==> src/rtl/asram_pkg.sv <==
package asram_pkg;

    typedef enum logic [2:0] {
        ST_IDLE,
        ST_RD_ACC,
        ST_RD_RESP,
        ST_TURN,
        ST_WR_PULSE,
        ST_WR_HOLD
    } ctl_state_t;

    // Round a time up to whole clocks, never less than one.
    function automatic int ns_to_cycles(input int t_ns, input int clk_ns);
        int c;
        c = (t_ns + clk_ns - 1) / clk_ns;
        return (c < 1) ? 1 : c;
    endfunction

    function automatic int max2(input int a, input int b);
        return (a > b) ? a : b;
    endfunction

endpackage

==> src/rtl/asram_phase_timer.sv <==
module asram_phase_timer #(
    parameter int CW = 2
) (
    input  logic          clk,
    input  logic          rst_n,
    input  logic          load,
    input  logic [CW-1:0] load_val,
    output logic          expired
);
    logic [CW-1:0] cnt_q;

    always_ff @(posedge clk or negedge rst_n) begin
        if (!rst_n)
            cnt_q <= '0;
        else if (load)
            cnt_q <= load_val;
        else if (cnt_q != '0)
            cnt_q <= cnt_q - 1'b1;
    end

    assign expired = (cnt_q == '0);
endmodule

==> src/rtl/asram_req_latch.sv <==
module asram_req_latch #(
    parameter int AW = 18,
    parameter int DW = 4
) (
    input  logic          clk,
    input  logic          rst_n,
    input  logic          capture,
    input  logic [AW-1:0] in_addr,
    input  logic [DW-1:0] in_wdata,
    output logic [AW-1:0] out_addr,
    output logic [DW-1:0] out_wdata
);
    always_ff @(posedge clk or negedge rst_n) begin
        if (!rst_n) begin
            out_addr  <= '0;
            out_wdata <= '0;
        end else if (capture) begin
            out_addr  <= in_addr;
            out_wdata <= in_wdata;
        end
    end
endmodule

==> src/rtl/asram_rdata_reg.sv <==
module asram_rdata_reg #(
    parameter int DW = 4
) (
    input  logic          clk,
    input  logic          rst_n,
    input  logic          capture,
    input  logic [DW-1:0] d,
    output logic [DW-1:0] q
);
    always_ff @(posedge clk or negedge rst_n) begin
        if (!rst_n)
            q <= '0;
        else if (capture)
            q <= d;
    end
endmodule

==> src/rtl/asram_ctrl.sv <==
module asram_ctrl
    import asram_pkg::*;
#(
    parameter int AW       = 18,
    parameter int DW       = 4,
    parameter int T_CLK_NS = 8,
    parameter int T_RC_NS  = 12,
    parameter int T_AA_NS  = 12,
    parameter int T_ACE_NS = 12,
    parameter int T_DOE_NS = 6,
    parameter int T_WC_NS  = 12,
    parameter int T_PWE_NS = 10,
    parameter int T_SCE_NS = 10,
    parameter int T_SD_NS  = 7
) (
    input  logic          clk,
    input  logic          rst_n,
    input  logic          req_valid,
    input  logic          req_we,
    input  logic [AW-1:0] req_addr,
    input  logic [DW-1:0] req_wdata,
    output logic          req_ready,
    output logic          op_done,
    output logic [DW-1:0] op_rdata,
    output logic [AW-1:0] mem_addr,
    output logic          mem_ce_n,
    output logic          mem_we_n,
    output logic          mem_oe_n,
    output logic [DW-1:0] mem_dq_o,
    output logic          mem_dq_oe,
    input  logic [DW-1:0] mem_dq_i
);
    localparam int RD_NS   = max2(max2(T_RC_NS, T_AA_NS), max2(T_ACE_NS, T_DOE_NS));
    localparam int WR_NS   = max2(max2(T_WC_NS, T_PWE_NS), max2(T_SCE_NS, T_SD_NS));
    localparam int RD_CYC  = ns_to_cycles(RD_NS, T_CLK_NS);
    localparam int WR_CYC  = ns_to_cycles(WR_NS, T_CLK_NS);
    localparam int MAX_CYC = max2(RD_CYC, WR_CYC);
    localparam int CW      = $clog2(MAX_CYC + 1);
    localparam logic [CW-1:0] RD_LOAD = CW'(RD_CYC - 1);
    localparam logic [CW-1:0] WR_LOAD = CW'(WR_CYC - 1);

    ctl_state_t    state_q, state_d;
    logic          last_rd_q;
    logic          accept;
    logic          tmr_load;
    logic [CW-1:0] tmr_val;
    logic          tmr_expired;
    logic          rd_capture;

    assign accept = (state_q == ST_IDLE) && req_valid;

    asram_phase_timer #(.CW(CW)) u_timer (
        .clk      (clk),
        .rst_n    (rst_n),
        .load     (tmr_load),
        .load_val (tmr_val),
        .expired  (tmr_expired)
    );

    asram_req_latch #(.AW(AW), .DW(DW)) u_latch (
        .clk       (clk),
        .rst_n     (rst_n),
        .capture   (accept),
        .in_addr   (req_addr),
        .in_wdata  (req_wdata),
        .out_addr  (mem_addr),
        .out_wdata (mem_dq_o)
    );

    asram_rdata_reg #(.DW(DW)) u_rdata (
        .clk     (clk),
        .rst_n   (rst_n),
        .capture (rd_capture),
        .d       (mem_dq_i),
        .q       (op_rdata)
    );

    // Next-state and timer-load logic
    always_comb begin
        state_d    = state_q;
        tmr_load   = 1'b0;
        tmr_val    = WR_LOAD;
        rd_capture = 1'b0;
        unique case (state_q)
            ST_IDLE: begin
                if (req_valid) begin
                    if (!req_we) begin
                        state_d  = ST_RD_ACC;
                        tmr_load = 1'b1;
                        tmr_val  = RD_LOAD;
                    end else if (last_rd_q) begin
                        state_d  = ST_TURN;
                    end else begin
                        state_d  = ST_WR_PULSE;
                        tmr_load = 1'b1;
                        tmr_val  = WR_LOAD;
                    end
                end
            end
            ST_RD_ACC: begin
                if (tmr_expired) begin
                    state_d    = ST_RD_RESP;
                    rd_capture = 1'b1;
                end
            end
            ST_RD_RESP:  state_d = ST_IDLE;
            ST_TURN: begin
                state_d  = ST_WR_PULSE;
                tmr_load = 1'b1;
                tmr_val  = WR_LOAD;
            end
            ST_WR_PULSE: begin
                if (tmr_expired)
                    state_d = ST_WR_HOLD;
            end
            ST_WR_HOLD:  state_d = ST_IDLE;
            default:     state_d = ST_IDLE;
        endcase
    end

    // State register
    always_ff @(posedge clk or negedge rst_n) begin
        if (!rst_n) begin
            state_q   <= ST_IDLE;
            last_rd_q <= 1'b0;
        end else begin
            state_q <= state_d;
            if (state_q == ST_RD_RESP)
                last_rd_q <= 1'b1;
            else if (state_d == ST_WR_PULSE)
                last_rd_q <= 1'b0;
        end
    end

    // Output decode
    always_comb begin
        req_ready = 1'b0;
        op_done   = 1'b0;
        mem_ce_n  = 1'b1;
        mem_we_n  = 1'b1;
        mem_oe_n  = 1'b1;
        mem_dq_oe = 1'b0;
        unique case (state_q)
            ST_IDLE:     req_ready = 1'b1;
            ST_RD_ACC: begin
                mem_ce_n = 1'b0;
                mem_oe_n = 1'b0;
            end
            ST_RD_RESP:  op_done = 1'b1;
            ST_TURN:     ;
            ST_WR_PULSE: begin
                mem_ce_n  = 1'b0;
                mem_we_n  = 1'b0;
                mem_dq_oe = 1'b1;
            end
            ST_WR_HOLD: begin
                mem_dq_oe = 1'b1;
                op_done   = 1'b1;
            end
            default:     ;
        endcase
    end
endmodule

==> config.mk <==
export PLATFORM = sky130hd
export DESIGN_NAME = asram_ctrl
export DESIGN_NICKNAME = d
export VERILOG_FILES = /design/src/rtl/asram_pkg.sv /design/src/rtl/asram_phase_timer.sv /design/src/rtl/asram_req_latch.sv /design/src/rtl/asram_rdata_reg.sv /design/src/rtl/asram_ctrl.sv
export SDC_FILE = /design/constraint.sdc
export NUM_CORES = 1
export LEC_CHECK = 0
export ABC_AREA = 1
export CAP_MARGIN = 15
export CORE_AREA = 2 2 70 72
export DETAILED_ROUTE_END_ITERATION = 8
export DIE_AREA = 0 0 72 74
export DONT_BUFFER_PORTS = 1
export PLACE_DENSITY = 0.42
export SETUP_SLACK_MARGIN = 0.05
export SLEW_MARGIN = 20
export SYNTH_ARGS = -nofsm -noshare
export SYNTH_HDL_FRONTEND = slang
export SYNTH_SLANG_ARGS = --single-unit
==> constraint.sdc <==
create_clock -name clk -period 1.6 [get_ports clk]
set_clock_uncertainty 0.05 [all_clocks]
set_input_delay 0.32 -clock clk [delete_from_list [all_inputs] [get_ports clk]]
set_output_delay 0.32 -clock clk [all_outputs]
set_load 0.02 [all_outputs]
After elaboration in Yosys (flattened, before gate mapping)
Cells that the tools add are included.

Add/sub/neg operators: 1. Equal/unequal tests: 6. Muxes and demuxes: 22. Reductions and logical operators: 9.

Operator list (number): $mux W3 (5); $mux W1 (13); $pmux W3 S4 (1); $eq A3 B3 Y1 const B (3); $eq A3 B2 Y1 const B (2); $reduce_bool A2 Y1 (3); $reduce_or A2 Y1 (3); $mux W2 (2); $eq A3 B1 Y1 const B (1); $logic_not A3 Y1 (1); $logic_not A2 Y1 (1); $pmux W1 S2 (1); $sub A2 B1 Y2 const B (1); $logic_and A1 B1 Y1 (1).

Bits in registers: 32. Input bits: 30. Output and inout bits: 32. Word-level logic and storage cells: 44.

Depth between registers and ports, before layout
Gate-level depths: netlist of run 1.

Depth in word-level cells: 7. Depth in mapped cells: 9. Gate-level depth less buffers: 8.

Hierarchy
Synthesis of run 1 repeated with hierarchy kept, for this count alone.

Cell total of the unflattened synthesis: 170. Area, all modules: 1381.3 µm².

Modules (own cells, without submodules): asram_req_latch (instances 1, cells each 93, area each 839.6 µm², sequential area each 550.5 µm²); asram_ctrl (instances 1, cells each 43, area each 272.8 µm², sequential area each 100.1 µm²); asram_rdata_reg (instances 1, cells each 17, area each 148.9 µm², sequential area each 100.1 µm²); asram_phase_timer (instances 1, cells each 17, area each 120.1 µm², sequential area each 50.0 µm²).

Worst setup path before layout of run 1
OpenSTA, ideal clock, no wires.

Path type: register to output. Start: register state_q[2]. End: output port mem_ce_n. Arrival: 1208 ps. Data required time: 1230 ps. Slack: 22 ps. Stages on the path, launching flop included: 5. Path buffers: 0. Cell sequence: dfrtp_1 inv_1 nand3_1 inv_1 a21oi_1.

Cells in the longest elaborated chain, start to end: 3. Elaborated cells on any way between the ends: 4. Classes of those cells: eq/ne: 2; mux: 1; reduce/logical: 1.

RTL lines: start, declared (line asram_ctrl.sv:42) `ctl_state_t state_q, state_d;`; start signal, assigned (line asram_ctrl.sv:127) `state_q <= state_d;`; $eq A3 B3 Y1 / $eq A3 B1 Y1 (equally long branches) (line asram_ctrl.sv:143) `unique case (state_q)`; $reduce_or A2 Y1 (no source line) (*); $mux W1 (*) (line asram_ctrl.sv:143); end, declared (line asram_ctrl.sv:26) `output logic mem_ce_n,`.

Every way passes the cells marked *; elsewhere a longest branch is shown, timed or not.

Worst setup path after layout of run 1
Start: register state_q[0]. End: output port mem_ce_n.

The elaborated chain is that of the path after synthesis.

==> results of run 1 <==
-- cell usage in the layout, fill, tap and decap left out, drive strengths merged --
cell type,instances
nand2,90
dfrtp,32
buf,10
inv,10
nand3,8
nor2,8
clkbuf,7
o21ai,2
a21oi,2
a21boi,1
nor2b,1
ha,1
dlygate4sd3,1
-- cells in the mapped netlist --
| cell type | count | share of area |
|---|---|---|
| nand3_1 | 8 | 0.029 |
| a21oi_1 | 2 | 0.0073 |
| nor2_4 | 1 | 0.0082 |
| inv_6 | 1 | 0.0064 |
| nand2_4 | 1 | 0.0082 |
| o21ai_1 | 1 | 0.0036 |
| nand2_1 | 89 | 0.24 |
| nor2_8 | 1 | 0.015 |
| nor2_1 | 6 | 0.016 |
| ha_1 | 1 | 0.0091 |
| clkbuf_1 | 1 | 0.0027 |
| a21boi_1 | 1 | 0.0055 |
| nor2b_1 | 1 | 0.0045 |
| o21ai_0 | 1 | 0.0036 |
| inv_1 | 9 | 0.025 |
| buf_6 | 4 | 0.033 |
| dfrtp_1 | 32 | 0.58 |
-- worst reg2reg max path, delay by kind of cell, from the launching register on --
kind             cells  cell delay (ns)
AND/OR/NAND/NOR      6             0.78
flip-flops           1             0.45
-- power groups by stage --
stage          logic, mW  clock network (mW)  registers (mW)
2_1_floorplan       1.02                   0            1.83
3_3_place_gp        1.19                   0            1.91
3_5_place_dp        1.23                   0            1.91
4_1_cts             1.30               0.690            1.90
5_1_grt             1.56               0.724            1.94
6_report            1.37               0.651            1.89
-- final cells by class --
| class | instances | area (sq um) |
|---|---|---|
| inverter | 10 | 42.5 |
| timing repair buffer | 11 | 97.6 |
| multi-input combinational | 113 | 499 |
| tap | 54 | 67.6 |
| clock buffer | 7 | 96.3 |
| fill | 478 | 2990 |
| sequential | 32 | 803 |
-- sequential cells by signal, indices dropped and copies added, names as in the netlist --
name / count
last_rd_q: 1
state_q: 3
u_latch.out_addr: 18
u_timer.cnt_q: 2
u_rdata.q: 4
u_latch.out_wdata: 4
-- metrics by stage --
step / hold WS, ns / std cells / power (mW)
finish: 0.111 / 227 / 3.91
global route: 0.100 / 227 / 4.22
CTS: 0.0978 / 224 / 3.89
detailed placement: -0.0247 / 214 / 3.14
global placement: -0.0247 / 214 / 3.10
floorplan: -0.0256 / 160 / 2.85
-- cells by family after synthesis --
family / synth area share
buf+inv: 0.0663
simple gates: 0.323
flops: 0.581
fa+ha+maj: 0.00908
compound gates: 0.0200
-- per-layer routing --
layer,vias up,GRT usage,part of all wire
met3,4,0.0528,0.099
li1,509,-,-
met1,485,0.142,0.40
met4,0,0.0587,0.012
met5,-,0,0
met2,49,0.193,0.49
-- worst paths after layout --
check                           cells after the start  slack, ns                                to                   from
worst max register to register                      6       0.20             last_rd_q$_DFFE_PN0P_   state_q[0]$_DFF_PN0_
worst max-delay path                                3       0.09                          mem_ce_n   state_q[0]$_DFF_PN0_
worst min register to register                      2       0.46             last_rd_q$_DFFE_PN0P_  last_rd_q$_DFFE_PN0P_
min in group asynchronous                           2       0.44   u_latch.out_addr[5]$_DFFE_PN0P_                  rst_n
worst min-delay path                                2       0.11  u_latch.out_addr[12]$_DFFE_PN0P_           req_addr[12]
max in group asynchronous                           2       0.87              state_q[1]$_DFF_PN0_                  rst_n
-- repair_timing --
item                                    CTS  global route
hold buffers                              2             0
resized for setup                         5             1
endpoints found under the setup margin    2             5
endpoints found under the hold margin    32             0
setup buffers                             1             3
gates cloned                              0             0
pin swaps                                 1             1
==> flow_metrics.tcl, run 1 <==
set metrics [dict create \
    worstPathArrival_ns 1.14 \
    cts_buffers 5 \
    clk_pin_slew_ns 0.07 \
    die_w_microns 72 \
    syn_avg_cell_area_sq_um 8.61 \
    crit_path_max_incr_delay_ns 0.43 \
    root_buffer "clkbuf_8" \
    numPortBuffers 0 \
    startpoint_type "register" \
    cts_sinks 32 \
    synth_area_sq_um 1380 \
    antenna_found_initial 0 \
    routed_via_density 4.61 \
    status "finished, final reports clean" \
    die_h_microns 74 \
    core-area_sq_um 4600 \
    nNetsFinal 204 \
    die_area_sq_um 5330 \
    ant_nets 0 \
    syn_nets 191 \
    finalSetupViolations 0 \
    grt-ovfl-total 0 \
    post_route_cells_drive_above_1_share 0.156 \
    power_density_nw_per_um2 2430 \
    fp-row-count 25 \
    vias 1047 \
    htree_levels 2 \
    clkPwrFrac 0.167 \
    grt_max_degree 33 \
    fmax_mhz 662 \
    worstPathCellList "nor2_4, buf_4, a21oi_4" \
    drc 0 \
    worstPathRequired_ns 1.23 \
    cp_max_fo 5 \
    rsz0062_at_grt "true" \
    leakagePower_nw 0.864 \
    initial_utilization 0.300 \
    grt_pass1_wl_mm 4.83 \
    gp_congestion 0.801 \
    drt_wl_total_mm 3.11 \
    fin_crit_ns 1.51 \
    dp_slack_ns 0.188 \
    syn_inst 160 \
    worstMarginPinSlew_ns 0.274 \
    diodes 0 \
    slew_violations 0 \
    area_growth_pct 16.6 \
    clock_path_buffers 2 \
    synth_warnings 0 \
    critPathBufInv 1 \
    yosysUniqueCellTypes 17 \
    drt_iter0_drc 58 \
    ys_seq_area_frac 0.581 \
    hold_path_class "primary input to register" \
    end_kind "output pin" \
    hpwlAfterDp_mm 2.23 \
    tns_ns 0 \
    vdd_drop_max_uv 857 \
    worstSetupPathType "register to output pin" \
    final_core_util 0.349 \
    design_area_sq_um 1610 \
    firstDrtPassIters 4 \
    period_share 0.943 \
    p_sw_mw 1.81 \
    power_frac_comb 0.350 \
    drv_cap 0 \
    intPower_mw 2.10 \
    io_pins 62 \
    worst_slack_ns 0.0905 \
    first_global_vias 1017 \
    clk_latency_ns 0.27 \
    crit_slowest_cell "dfrtp_2" \
    wl_per_cell_microns 13.7 \
    cts_tree "done" \
    synth-seq-cells 32 \
    placed_cell_area_sq_um 1440 \
    hold_violations 0 \
    swShare 0.463 \
    power_frac_seq 0.484 \
    grt_use_total 0.122 \
    relSlewSlack 0.817 \
    crit_family "flip-flops" \
]
(Power assumes the default switching activity.)
==> run 2, diff against run 1 <==
==> constraint.sdc (replaced) <==
create_clock -name clk -period 1.55 [get_ports clk]
set_clock_uncertainty 0.05 [all_clocks]
set_input_delay 0.31 -clock clk [delete_from_list [all_inputs] [get_ports clk]]
set_output_delay 0.31 -clock clk [all_outputs]
set_load 0.02 [all_outputs]
==> run 2 against run 1 <==
Net effect:
- cell count rose by 2.6%
- hold slack got worse by 0.015 ns
- global-route usage is 0.95 points higher
- design area rose by 3.0%
- non-clock buffer count increased by 5
- via count increased by 2.7%
- critical endpoint is now mem_we_n
- largest cell class unchanged
==> flow_metrics.tcl, run 2 (synthesis gave the netlist of run 1 again) <==
set metrics [dict create \
    status "finished, final reports clean" \
    clk_latency_ns 0.28 \
    final_core_util 0.360 \
    wl_per_cell_microns 14.3 \
    die_w_microns 72 \
    grt_use_total 0.131 \
    multi_input_area_sq_um 507 \
    r2r_slack_ns 0.18 \
    largest_reg_flops 18 \
    worstMarginPinSlew_ns 0.260 \
    fmax_mhz 653 \
    ant_nets 0 \
    relSlewSlack 0.826 \
    die_h_microns 74 \
    grt_max_degree 33 \
    cts_sinks 32 \
    cts_tree "done" \
    tns_ns 0 \
    hold_path_class "primary input to register" \
    area_growth_pct 20.2 \
    rsz0062_at_grt "true" \
    post_route_cells_drive_above_1_share 0.190 \
    power_density_nw_per_um2 2480 \
    vias 1075 \
    fin_crit_ns 1.53 \
    cp_max_fo 4 \
    largestRegisters "u_latch.out_addr x18, u_latch.out_wdata x4, u_rdata.q x4" \
    worstPathArrival_ns 1.17 \
    drt_wl_total_mm 3.32 \
    grt-ovfl-total 0 \
    worstSetupPathType "register to output pin" \
    gp_congestion 0.806 \
    r2r_cells 6 \
    nNetsFinal 209 \
    clk_pin_slew_ns 0.07 \
    drc 0 \
    first_global_vias 1077 \
    leakagePower_nw 0.888 \
    firstDrtPassIters 4 \
    hold_violations 0 \
    drt_iter0_drc 96 \
    finalSetupViolations 0 \
    fillers 465 \
    end_kind "output pin" \
    htree_levels 2 \
    root_buffer "clkbuf_8" \
    vdd_drop_max_uv 795 \
    largest-register "u_latch.out_addr" \
    cp-startpoint "state_q[0]$_DFF_PN0_" \
    slew_violations 0 \
    startpoint_type "register" \
    whs_path_depth 2 \
    grt_pass1_wl_mm 5.22 \
    period_share 0.988 \
    layout_commonest_cell "nand2_1" \
    io_pins 62 \
    total_power_mw 4.11 \
    fp-row-count 25 \
    initial_utilization 0.300 \
    core-area_sq_um 4600 \
    clock_path_buffers 2 \
    worstPathRequired_ns 1.19 \
    cts_buffers 5 \
    routed_via_density 4.61 \
    hold_path_end "u_latch.out_wdata[0]$_DFFE_PN0P_" \
    hpwlAfterDp_mm 2.25 \
    drv_cap 0 \
    r2r_end "u_latch.out_addr[10]$_DFFE_PN0P_" \
    numPortBuffers 0 \
    register_area_sq_um 803 \
    antenna_found_initial 0 \
    die_area_sq_um 5330 \
    hp-start "req_wdata[0]" \
    diodes 0 \
    r2r_start "state_q[0]$_DFF_PN0_" \
    final_cell_mix "87 x nand2_1, 30 x dfrtp_1, 12 x buf_4" \
]
## run 2: changes by cell type in the layout (fill, tap and decap cells not counted)
cell	before	now
buf_4	9	12
buf_6	0	2
clkbuf_1	0	2
clkbuf_8	7	6
inv_1	7	6
inv_4	0	1
nand2_1	88	87
nand2_2	1	2
nand3_1	8	7
nand3_2	0	1
## run 2: worst max path at each step
stage                                        to  slack, ns
3_3_place_gp               state_q[1]$_DFF_PN0_       0.16
5_1_grt                                mem_we_n      -0.03
4_1_cts                                mem_we_n       0.03
2_1_floorplan                          mem_ce_n       0.08
6_report                               mem_we_n       0.02
3_5_place_dp   u_latch.out_addr[16]$_DFFE_PN0P_       0.14
## run 2: what timing repair did
item | in CTS | in global routing
pin swaps | 3 | 4
hold endpoints to repair | 32 | 0
setup endpoints to repair | 5 | 22
resized for setup | 9 | 3
hold buffers | 2 | 0
setup buffers | 4 | 4
## run 2: cell type report
type / instances / share of cell area
Inverter: 10 / 0.0272
Sequential cell: 32 / 0.485
Clock buffer: 8 / 0.0544
Multi-Input combinational cell: 113 / 0.306
Tap cell: 54 / 0.0408
Timing Repair Buffer: 16 / 0.0862
## run 2: layer usage
layer  global-route usage  vias to the layer above  share of wire
met5                    0                        -              0
met3               0.0515                        4          0.092
li1                     -                      523              -
met4               0.0671                        0         0.0090
met2                0.225                       44           0.52
met1                0.141                      504           0.38
## run 2: stage by stage
step                      hold WS, ns  setup WS [ns]  instance area (sq um)  std cells
after floorplan               -0.0356         0.0759                   1380        160
after global placement        -0.0347          0.155                   1450        215
after detailed placement      -0.0348          0.141                   1450        215
after CTS                      0.0835         0.0291                   1620        229
after global routing           0.0877        -0.0281                   1660        233
final                          0.0958         0.0192                   1660        233
## run 2: critical path, stage by stage, from the launching register on
cell	delay, ns
dfrtp_2	0.45
nor2_4	0.20
nand2_2	0.11
buf_6	0.14
## run 2: report_power, final
group          switching [mW]  internal, mW  total (mW)  leakage, nW
sequential              0.710          1.25        1.96        0.393
clock                   0.284         0.362       0.646       0.0455
combinational           0.925         0.580        1.51        0.449
